[src/rtl/flash_stat_pkg.sv]
package flash_stat_pkg;

    localparam int WORD_W     = 8;
    localparam int POLL_POS   = 7;
    localparam int TOGGLE_POS = 6;

    typedef enum logic {
        OP_PROGRAM = 1'b0,
        OP_ERASE   = 1'b1
    } op_kind_e;

    typedef struct packed {
        logic              active;
        op_kind_e          kind;
        logic [WORD_W-1:0] wdata;
    } op_state_t;

    // Completion flag reported on the poll bit while an operation runs
    function automatic logic poll_flag(op_state_t st);
        if (st.kind == OP_ERASE) return 1'b0;
        return ~st.wdata[POLL_POS];
    endfunction

endpackage

[src/rtl/fsr_op_tracker.sv]
module fsr_op_tracker
    import flash_stat_pkg::*;
(
    input  logic              clk,
    input  logic              rst,
    input  logic              busy_i,
    input  logic              kind_i,
    input  logic [WORD_W-1:0] wdata_i,
    output op_state_t         state_o,
    output logic              start_o
);

    op_state_t st_q;

    assign start_o = busy_i && !st_q.active;

    always_ff @(posedge clk) begin
        if (rst) begin
            st_q <= '{active: 1'b0, kind: OP_PROGRAM, wdata: '0};
        end else if (start_o) begin
            st_q.active <= 1'b1;
            st_q.kind   <= op_kind_e'(kind_i);
            st_q.wdata  <= wdata_i;
        end else if (!busy_i) begin
            st_q.active <= 1'b0;
        end
    end

    assign state_o = st_q;


    active_follows_busy_chk: assert property (@(posedge clk) disable iff (rst)
        $rose(st_q.active) |-> $past(busy_i));


    wdata_held_chk: assert property (@(posedge clk) disable iff (rst)
        (st_q.active && busy_i) |=> $stable(st_q.wdata) && $stable(st_q.kind));

endmodule

[src/rtl/fsr_read_edge.sv]
module fsr_read_edge (
    input  logic clk,
    input  logic rst,
    input  logic strobe_i,
    output logic rise_o
);

    logic strobe_q;

    always_ff @(posedge clk) begin
        if (rst) strobe_q <= 1'b0;
        else     strobe_q <= strobe_i;
    end

    assign rise_o = strobe_i && !strobe_q;

endmodule

[src/rtl/fsr_toggle_bit.sv]
module fsr_toggle_bit (
    input  logic clk,
    input  logic rst,
    input  logic clear_i,
    input  logic step_i,
    output logic tog_o
);

    logic tog_q;

    always_ff @(posedge clk) begin
        if (rst || clear_i) tog_q <= 1'b0;
        else if (step_i)    tog_q <= ~tog_q;
    end

    assign tog_o = tog_q;


    toggle_clear_chk: assert property (@(posedge clk) disable iff (rst)
        clear_i |=> (tog_q == 1'b0));


    toggle_flip_chk: assert property (@(posedge clk) disable iff (rst)
        (step_i && !clear_i) |=> (tog_q != $past(tog_q)));


    toggle_hold_chk: assert property (@(posedge clk) disable iff (rst)
        (!step_i && !clear_i) |=> $stable(tog_q));

endmodule

[src/rtl/flash_busy_status.sv]
module flash_busy_status
    import flash_stat_pkg::*;
#(
    parameter int DATA_W = WORD_W
) (
    input  logic              clk,
    input  logic              rst,
    input  logic              busy_i,
    input  logic              op_erase_i,
    input  logic [DATA_W-1:0] last_data_i,
    input  logic              rd_strobe_i,
    input  logic [DATA_W-1:0] array_data_i,
    output logic [DATA_W-1:0] rd_data_o
);

    op_state_t op_st;
    logic      op_start;
    logic      rd_rise;
    logic      tog;
    logic      step;
    logic      pflag;

    fsr_op_tracker u_track (
        .clk     (clk),
        .rst     (rst),
        .busy_i  (busy_i),
        .kind_i  (op_erase_i),
        .wdata_i (last_data_i),
        .state_o (op_st),
        .start_o (op_start)
    );

    fsr_read_edge u_edge (
        .clk      (clk),
        .rst      (rst),
        .strobe_i (rd_strobe_i),
        .rise_o   (rd_rise)
    );

    assign step = rd_rise && op_st.active;

    fsr_toggle_bit u_tog (
        .clk     (clk),
        .rst     (rst),
        .clear_i (op_start),
        .step_i  (step),
        .tog_o   (tog)
    );

    assign pflag = poll_flag(op_st);

    for (genvar b = 0; b < DATA_W; b++) begin : g_bit
        if (b == POLL_POS) begin : g_poll
            assign rd_data_o[b] = op_st.active ? pflag : array_data_i[b];
        end else if (b == TOGGLE_POS) begin : g_tog
            assign rd_data_o[b] = op_st.active ? tog : array_data_i[b];
        end else begin : g_zero
            assign rd_data_o[b] = op_st.active ? 1'b0 : array_data_i[b];
        end
    end


    low_bits_zero_chk: assert property (@(posedge clk) disable iff (rst)
        op_st.active |-> (rd_data_o[5:0] == '0));


    erase_poll_chk: assert property (@(posedge clk) disable iff (rst)
        (op_st.active && op_st.kind == OP_ERASE) |-> !rd_data_o[POLL_POS]);


    idle_pass_chk: assert property (@(posedge clk) disable iff (rst)
        !op_st.active |-> (rd_data_o == array_data_i));

endmodule

[config.mk]
export PLATFORM = sky130hd
export DESIGN_NAME = flash_busy_status
export DESIGN_NICKNAME = d
export VERILOG_FILES = /design/src/rtl/flash_stat_pkg.sv /design/src/rtl/fsr_op_tracker.sv /design/src/rtl/fsr_read_edge.sv /design/src/rtl/fsr_toggle_bit.sv /design/src/rtl/flash_busy_status.sv
export SDC_FILE = /design/constraint.sdc
export NUM_CORES = 1
export LEC_CHECK = 0
export ABC_AREA = 1
export ABC_CLOCK_PERIOD_IN_PS = 1300
export BUFFER_PORTS_ARGS = -buffer_cell sky130_fd_sc_hd__clkbuf_2
export CORE_MARGIN = 2
export CORE_UTILIZATION = 40
export CTS_CLUSTER_SIZE = 30
export DETAILED_ROUTE_END_ITERATION = 10
export PLACE_DENSITY_LB_ADDON = 0.15
export SLEW_MARGIN = 20
export SYNTH_ARGS = -nofsm -noshare
export SYNTH_HDL_FRONTEND = slang
export SYNTH_HIERARCHICAL = 1
export SYNTH_SLANG_ARGS = --single-unit
[constraint.sdc]
create_clock -name clk -period 1.3 [get_ports clk]
set_input_delay 0.065 -clock clk [delete_from_list [all_inputs] [get_ports clk]]
set_output_delay 0.065 -clock clk [all_outputs]
set_load 0.01 [all_outputs]
==> qor.tcl, run 1 <==
set qor(status) {did not finish}
set qor(floorplan.initialDensity) 0.4295
set qor(postSynthAreaPerCell_um2) 6.304
set qor(yosys_warnings) 6
set qor(first_err) {[ERROR PDN-0185] Insufficient width (28.06 um) to add straps on layer met4 in grid "grid" with total strap width 15.2 um and offset 13.6 um.}
set qor(die_width_um) 32.63
set qor(netlist_instances) 52
set qor(synth.cell_area_um2) 327.8
set qor(core.rowCount) 10
set qor(synthesis.nets) 73
set qor(failed_stage) {power grid generation (2_4_floorplan_pdn)}
set qor(die_y_um) 32.63
==> run 2: changes to the inputs <==
--- a/config.mk
+++ b/config.mk
@@ -8,10 +8,9 @@
 export ABC_AREA = 1
 export ABC_CLOCK_PERIOD_IN_PS = 1300
 export BUFFER_PORTS_ARGS = -buffer_cell sky130_fd_sc_hd__clkbuf_2
-export CORE_MARGIN = 2
-export CORE_UTILIZATION = 40
-export CTS_CLUSTER_SIZE = 30
+export CORE_AREA = 2 2 63 65
 export DETAILED_ROUTE_END_ITERATION = 10
+export DIE_AREA = 0 0 65 67
 export PLACE_DENSITY_LB_ADDON = 0.15
 export SLEW_MARGIN = 20
 export SYNTH_ARGS = -nofsm -noshare
==> run 2 against run 1 <==
The run now ends clean. Synthesized cell count unchanged. Synthesized area is the same.
==> qor.tcl, run 2 <==
set qor(slew_viol_final) 0
set qor(timing.critical_path.max_delay_family) {flip-flops}
set qor(nets) 99
set qor(fin_setup_tns_ns) 0
set qor(postSynthAreaPerCell_um2) 6.304 ;# unchanged
set qor(global_route_wire_length_before_repair_um) 1242
set qor(antenna_violating_nets_post_route) 0
set qor(maximum_number_of_pins_on_one_net_before_global_route_repair) 10
set qor(cts-buffers-inserted) 3
set qor(detail_route.iter0.violations) 3
set qor(clock_path_buffers) 2
set qor(fin_ws_ns) 0.2699
set qor(gr-max-usage-layer) {met2}
set qor(final_min_period_ns) 1.030
set qor(cts_num_sinks) 5
set qor(utilization) 0.1471
set qor(core.rowCount) 22 ;# +12
set qor(mostFrequentLayoutCells) {21 x clkbuf_2, 16 x nor2_1, 10 x inv_1}
set qor(drtPass1Iterations) 3
set qor(synthesis.nets) 73 ;# unchanged
set qor(setup.worst_path.start_class) {register}
set qor(dp_hpwl_um) 667.1
set qor(area_growth_syn_to_layout_pct) 61.83
set qor(setup.worst_path.start) {u_track/state_o[9]}
set qor(final.hold.worst_slack_ns) 0.05990
set qor(drt-total-wl_um) 746
set qor(static-leakage-power_nw) 0.3044
set qor(die_width_um) 65 ;# +99%
set qor(setup.worst_path.class) {reg -> out}
set qor(worst_ep_required_time_ns) 1.24
set qor(die_y_um) 67 ;# +110%
set qor(post_cts_clock_slew_at_the_launch_and_capture_registers_of_the_worst_setup_and_hold_paths_ns) 0.04
set qor(gpl.final_weighted_congestion) 0.5485
set qor(netlist_instances) 52 ;# unchanged
set qor(rr_endpoint) {u_tog/tog_o}
set qor(layout.cell_area.non_filler_um2) 530.5
set qor(status) {complete, no violations}
set qor(max_slew_margin) 0.9227
set qor(worst-r2r-setup-slack_ns) 0.45
set qor(crit_path_cell_trace) {buf_4, nand2_1, nand2_2, clkbuf_2}
set qor(fp.dieArea_um2) 4355
set qor(buffer_ports.inserted) 21
set qor(max_freq_ghz) 0.9708
set qor(timing.max_cap.violations) 0
set qor(timing.critical_path.arrival_ns) 0.97
set qor(rsz_0062_raised_after_global_routing) {no}
set qor(grt_use_total) 0.03843
set qor(ir_worst_vdd_mv) 0.7337
set qor(worst_setup_path_end_kind) {output port}
set qor(largest_fanout_on_the_critical_path) 9
set qor(crit_path_max_delay_cell_type) {dfxtp_1}
set qor(met3_usage) 0.03041
set qor(drt_via_density) 2.840
set qor(clock_skew_ns) 0.001239
set qor(met2_usage) 0.06443
set qor(most_common_cell_after_layout_fill_and_taps_aside) {clkbuf_2}
set qor(clock-root-buffer) {clkbuf_8}
set qor(average_wire_length_per_cell_after_detail_routing_um) 5.968
set qor(tritoncts) {yes}
set qor(rr_worst_depth) 6
set qor(report.final.setup_viol) 0
set qor(post_cts_resized) 0
set qor(post-cts-setup-buffer-count) 0
set qor(timing.rr.start) {u_track/state_o[9]}
set qor(place_inst) 121
set qor(crit_cells) 4
set qor(ioPinCount) 29
set qor(yosys_warnings) 6 ;# unchanged
set qor(clkLatencyLatePin_ns) 0.22
set qor(power.total_mw) 0.5579
set qor(cts_hold_repair.buffers) 0
set qor(antenna-diode-count) 0
set qor(core-area_um2) 3606
set qor(fin_cells) 125
set qor(worst_setup_path_endpoint) {rd_data_o[7]}
set qor(crit_buf_inv) 2
set qor(preCtsSetupSlack_ns) 0.4463
set qor(fin_crit_sh) 0.7924
set qor(route.vias.total) 355
set qor(crit_path_max_incr_delay_ns) 0.32
set qor(instance_area_at_placement_um2) 485.5
set qor(flip_flop_count_of_the_largest_register_all_copies_and_words_added) 3
set qor(hold_fails_final_rpt) 0
set qor(final_routed_drc_violation_total) 0
set qor(synth.cell_area_um2) 327.8 ;# unchanged
set qor(met1_usage) 0.03722
set qor(power_per_cell_area_nw_per_um2) 1052
set qor(worst_slew_pin_tran_ns) 0.1160
set qor(holdCritPathClass) {in -> reg}
set qor(floorplan.initialDensity) 0.09091 ;# -0.3386
set qor(grt_antenna_before_repair) 0
set qor(vias_in_the_first_global_route) 347
set qor(ctsHtreeMaxLevel) 1
set qor(post_route_cells_drive_above_1_share) 0.4416
set qor(grt_overflow) 0
run 2: area by class of cell:
class	instances	area, um2
multi-input cells	31	145.1
well taps	48	60.06
repair buffers	23	120.1
clock buffers	4	45.04
flip-flops and latches	5	100.1
fillers	424	3075
inverters	14	60.06
run 2: per-layer routing:
layer | wire length [um] | share of wire | vias up
li1 | - | - | 193
met1 | 317 | 0.42 | 140
met2 | 298 | 0.40 | 22
met3 | 130 | 0.17 | 0
met4 | 0 | 0 | 0
met5 | 0 | 0 | -
run 2: tightest hold or removal path, stage by stage:
cell      delay, ns
clkbuf_2       0.07
inv_1          0.04
nor2_1         0.06
run 2: power by group:
part	internal [mW]	switching (mW)	total, mW
sequential	0.163	0.00412	0.168
clock	0.210	0.0727	0.283
combinational	0.0497	0.0577	0.107
total	0.423	0.135	0.558
run 2: how the worst min path moves through the flow:
stage / to / from / cells after the start / slack [ns]
2_1_floorplan: u_edge/strobe_q / rst / 1 / 0.14
3_3_place_gp: u_edge/strobe_q / rd_strobe_i / 3 / 0.28
3_5_place_dp: u_edge/strobe_q / rd_strobe_i / 3 / 0.29
4_1_cts: u_edge/strobe_q / rd_strobe_i / 3 / 0.06
5_1_grt: u_track/state_o[9] / rst / 2 / 0.08
6_report: u_edge/strobe_q / rd_strobe_i / 3 / 0.06
No activity file was read; power rests on OpenSTA's default activity.
==> run 3: changes to the inputs <==
--- a/config.mk
+++ b/config.mk
@@ -6,7 +6,7 @@
 export NUM_CORES = 1
 export LEC_CHECK = 0
 export ABC_AREA = 1
-export ABC_CLOCK_PERIOD_IN_PS = 1300
+export ABC_CLOCK_PERIOD_IN_PS = 950
 export BUFFER_PORTS_ARGS = -buffer_cell sky130_fd_sc_hd__clkbuf_2
 export CORE_AREA = 2 2 63 65
 export DETAILED_ROUTE_END_ITERATION = 10
==> constraint.sdc (replaced) <==
create_clock -name clk -period 0.95 [get_ports clk]
set_input_delay 0.0475 -clock clk [delete_from_list [all_inputs] [get_ports clk]]
set_output_delay 0.0475 -clock clk [all_outputs]
set_load 0.01 [all_outputs]
==> run 3 against run 2 <==
Combinational power grew 65%. Clock-buffer cell count is the same. First-iteration DRC count grew 67%. Global-route usage is essentially flat. Clock skew shrank 0.0012 ns. Sequential share of layout area shrank 1.5 points. The flow now finishes with violations (setup timing). Die area is the same. Power grew 43%. Largest cell class is now buffers. Worst setup slack lost 0.32 ns. Largest power group unchanged. Non-clock buffer count grew 1. Critical path type unchanged. Critical path depth is the same.
==> qor.tcl, run 3 (synthesis results as in run 2) <==
set qor(drt-total-wl_um) 801 ;# +7.4%
set qor(flip_flop_count_of_the_largest_register_all_copies_and_words_added) 3 ;# unchanged
set qor(hold_fails_final_rpt) 0 ;# unchanged
set qor(static-leakage-power_nw) 0.3248 ;# +6.7%
set qor(most_common_cell_after_layout_fill_and_taps_aside) {clkbuf_2}
set qor(worst_setup_path_endpoint) {rd_data_o[7]}
set qor(buffer_ports.inserted) 21 ;# unchanged
set qor(setup.worst_path.start_class) {register}
set qor(fp.dieArea_um2) 4355 ;# unchanged
set qor(post_cts_clock_slew_at_the_launch_and_capture_registers_of_the_worst_setup_and_hold_paths_ns) 0.03 ;# about the same
set qor(post_route_cells_drive_above_1_share) 0.5385 ;# +0.09690
set qor(clock_skew_ns) 0.00005676 ;# -0.001182 ns
set qor(ioPinCount) 29 ;# unchanged
set qor(antenna_violating_nets_post_route) 0 ;# unchanged
set qor(timing.rr.start) {u_track/state_o[9]}
set qor(report.final.setup_viol) 8 ;# +8
set qor(max_slew_margin) 0.9180 ;# -0.004649
set qor(worst-r2r-setup-slack_ns) 0.04 ;# -0.41 ns
set qor(tritoncts) {yes}
set qor(worst_slew_pin_tran_ns) 0.1228 ;# +0.006805 ns
set qor(worst_setup_path_end_kind) {output port}
set qor(violations) {setup timing}
set qor(rsz_0062_raised_after_global_routing) {yes}
set qor(status) {finished, violations left}
set qor(average_wire_length_per_cell_after_detail_routing_um) 6.357 ;# +6.5%
set qor(core-area_um2) 3606 ;# unchanged
set qor(crit_path_max_incr_delay_ns) 0.36 ;# +0.04 ns
set qor(core.rowCount) 22 ;# unchanged
set qor(gpl.final_weighted_congestion) 0.5651 ;# +3.0%
set qor(max_freq_ghz) 1.001
set qor(crit_path_cell_trace) {buf_12, nand2_1, nand2_2, buf_6}
set qor(fin_crit_sh) 1.052
set qor(grt_overflow) 0 ;# unchanged
set qor(floorplan.initialDensity) 0.09091 ;# unchanged
set qor(drt_via_density) 2.984 ;# +5.1%
set qor(final_min_period_ns) 0.9993
set qor(holdCritPathClass) {in -> reg}
set qor(setup.worst_path.class) {reg -> out}
set qor(cts-buffers-inserted) 3 ;# unchanged
set qor(rr_worst_depth) 6 ;# unchanged
set qor(grt_antenna_before_repair) 0 ;# unchanged
set qor(largest_fanout_on_the_critical_path) 5 ;# -4
set qor(clock-root-buffer) {clkbuf_8}
set qor(nets) 100 ;# +1.0%
set qor(grt_use_total) 0.03809 ;# -0.0003423
set qor(power_per_cell_area_nw_per_um2) 1326 ;# +26%
set qor(setup.worst_path.start) {u_track/state_o[9]}
set qor(slew_viol_final) 0 ;# unchanged
set qor(crit_path_max_delay_cell_type) {dfxtp_4}
set qor(worst_ep_required_time_ns) 0.90 ;# -0.34 ns
set qor(timing.critical_path.arrival_ns) 0.95 ;# -0.02 ns
set qor(mostFrequentLayoutCells) {13 x clkbuf_2, 12 x nor2_1, 10 x inv_1}
set qor(power.total_mw) 0.7950 ;# +43%
set qor(drtPass1Iterations) 4 ;# +1
set qor(cts_num_sinks) 5 ;# unchanged
set qor(rr_endpoint) {u_tog/tog_o}
set qor(area_growth_syn_to_layout_pct) 82.82
set qor(route.vias.total) 376 ;# +5.9%
set qor(global_route_wire_length_before_repair_um) 1235 ;# -0.56%
set qor(die_width_um) 65 ;# unchanged
set qor(fin_ws_ns) -0.04929 ;# -0.3192 ns
set qor(antenna-diode-count) 0 ;# unchanged
set qor(clkLatencyLatePin_ns) 0.22 ;# about the same
set qor(ctsHtreeMaxLevel) 1 ;# unchanged
set qor(die_y_um) 67 ;# unchanged
set qor(maximum_number_of_pins_on_one_net_before_global_route_repair) 10 ;# unchanged
set qor(final_routed_drc_violation_total) 0 ;# unchanged
set qor(detail_route.iter0.violations) 5 ;# +2
set qor(clock_path_buffers) 2 ;# unchanged
set qor(dp_hpwl_um) 633.7 ;# -5.0%
set qor(ir_worst_vdd_mv) 0.6163 ;# -16%
set qor(vias_in_the_first_global_route) 329 ;# -5.2%
set qor(cts_hold_repair.buffers) 0 ;# unchanged
set qor(preCtsSetupSlack_ns) 0.07513 ;# -0.3712 ns
set qor(timing.max_cap.violations) 0 ;# unchanged
## run 3: layout make-up
class | count | area [um2]
sequential | 5 | 103.9
clock buffer | 4 | 45.04
multi-input combinational | 31 | 160.2
inverter | 14 | 60.06
fill | 418 | 3007
tap | 48 | 60.06
timing repair buffer | 24 | 170.2
## run 3: what timing repair did
item                       4_1_cts  5_1_grt
setup endpoints to repair        8        9
resized for setup                1       16
setup buffers                    1        0
cloned                           0        1
pin swaps                        1        1
## run 3: worst min path at each step
stage                     start            endpoint  slack (ns)  depth (start not counted)
CTS                         rst  u_track/state_o[9]        0.04                          2
global placement    rd_strobe_i     u_edge/strobe_q        0.27                          3
detailed placement  rd_strobe_i     u_edge/strobe_q        0.27                          3
global route                rst  u_track/state_o[9]        0.05                          2
floorplan                   rst  u_track/state_o[9]        0.11                          1
finish                      rst  u_track/state_o[9]        0.04                          2
## run 3: worst max-delay path, delay by kind of cell, from the launching register on
| kind | cells | cell delay (ns) |
|---|---|---|
| flops | 1 | 0.36 |
| simple gates | 2 | 0.14 |
| buf+inv | 2 | 0.24 |
## run 3: where the power goes
| group | switching, mW | total [mW] | internal (mW) |
|---|---|---|---|
| Combinational | 0.0843 | 0.177 | 0.0930 |
| Clock | 0.0985 | 0.386 | 0.288 |
| Sequential | 0.00907 | 0.232 | 0.223 |
| Total | 0.192 | 0.795 | 0.603 |
## run 3: routing by layer
layer  GRT usage  vias to the layer above  share of wire  wire, um
li1            -                      195              -         -
met1     0.03525                      160           0.41       330
met2     0.06830                       21           0.46       369
met3     0.02703                        0           0.13       102
met4    0.007979                        0              0         0
met5           0                        -              0         0
## run 3: stage by stage
stage	std cells	instance area [um2]	hold WS, ns	util	setup TNS, ns
2_1_floorplan	52	329.1	0.1125	-	0
5_1_grt	126	599.3	0.04727	0.1662	-0.6924
3_3_place_gp	120	491.7	0.2664	0.1364	0
6_report	126	599.3	0.03845	0.1662	-0.2571
3_5_place_dp	120	491.7	0.2707	0.1364	0
4_1_cts	125	546.8	0.03994	0.1516	-0.2764
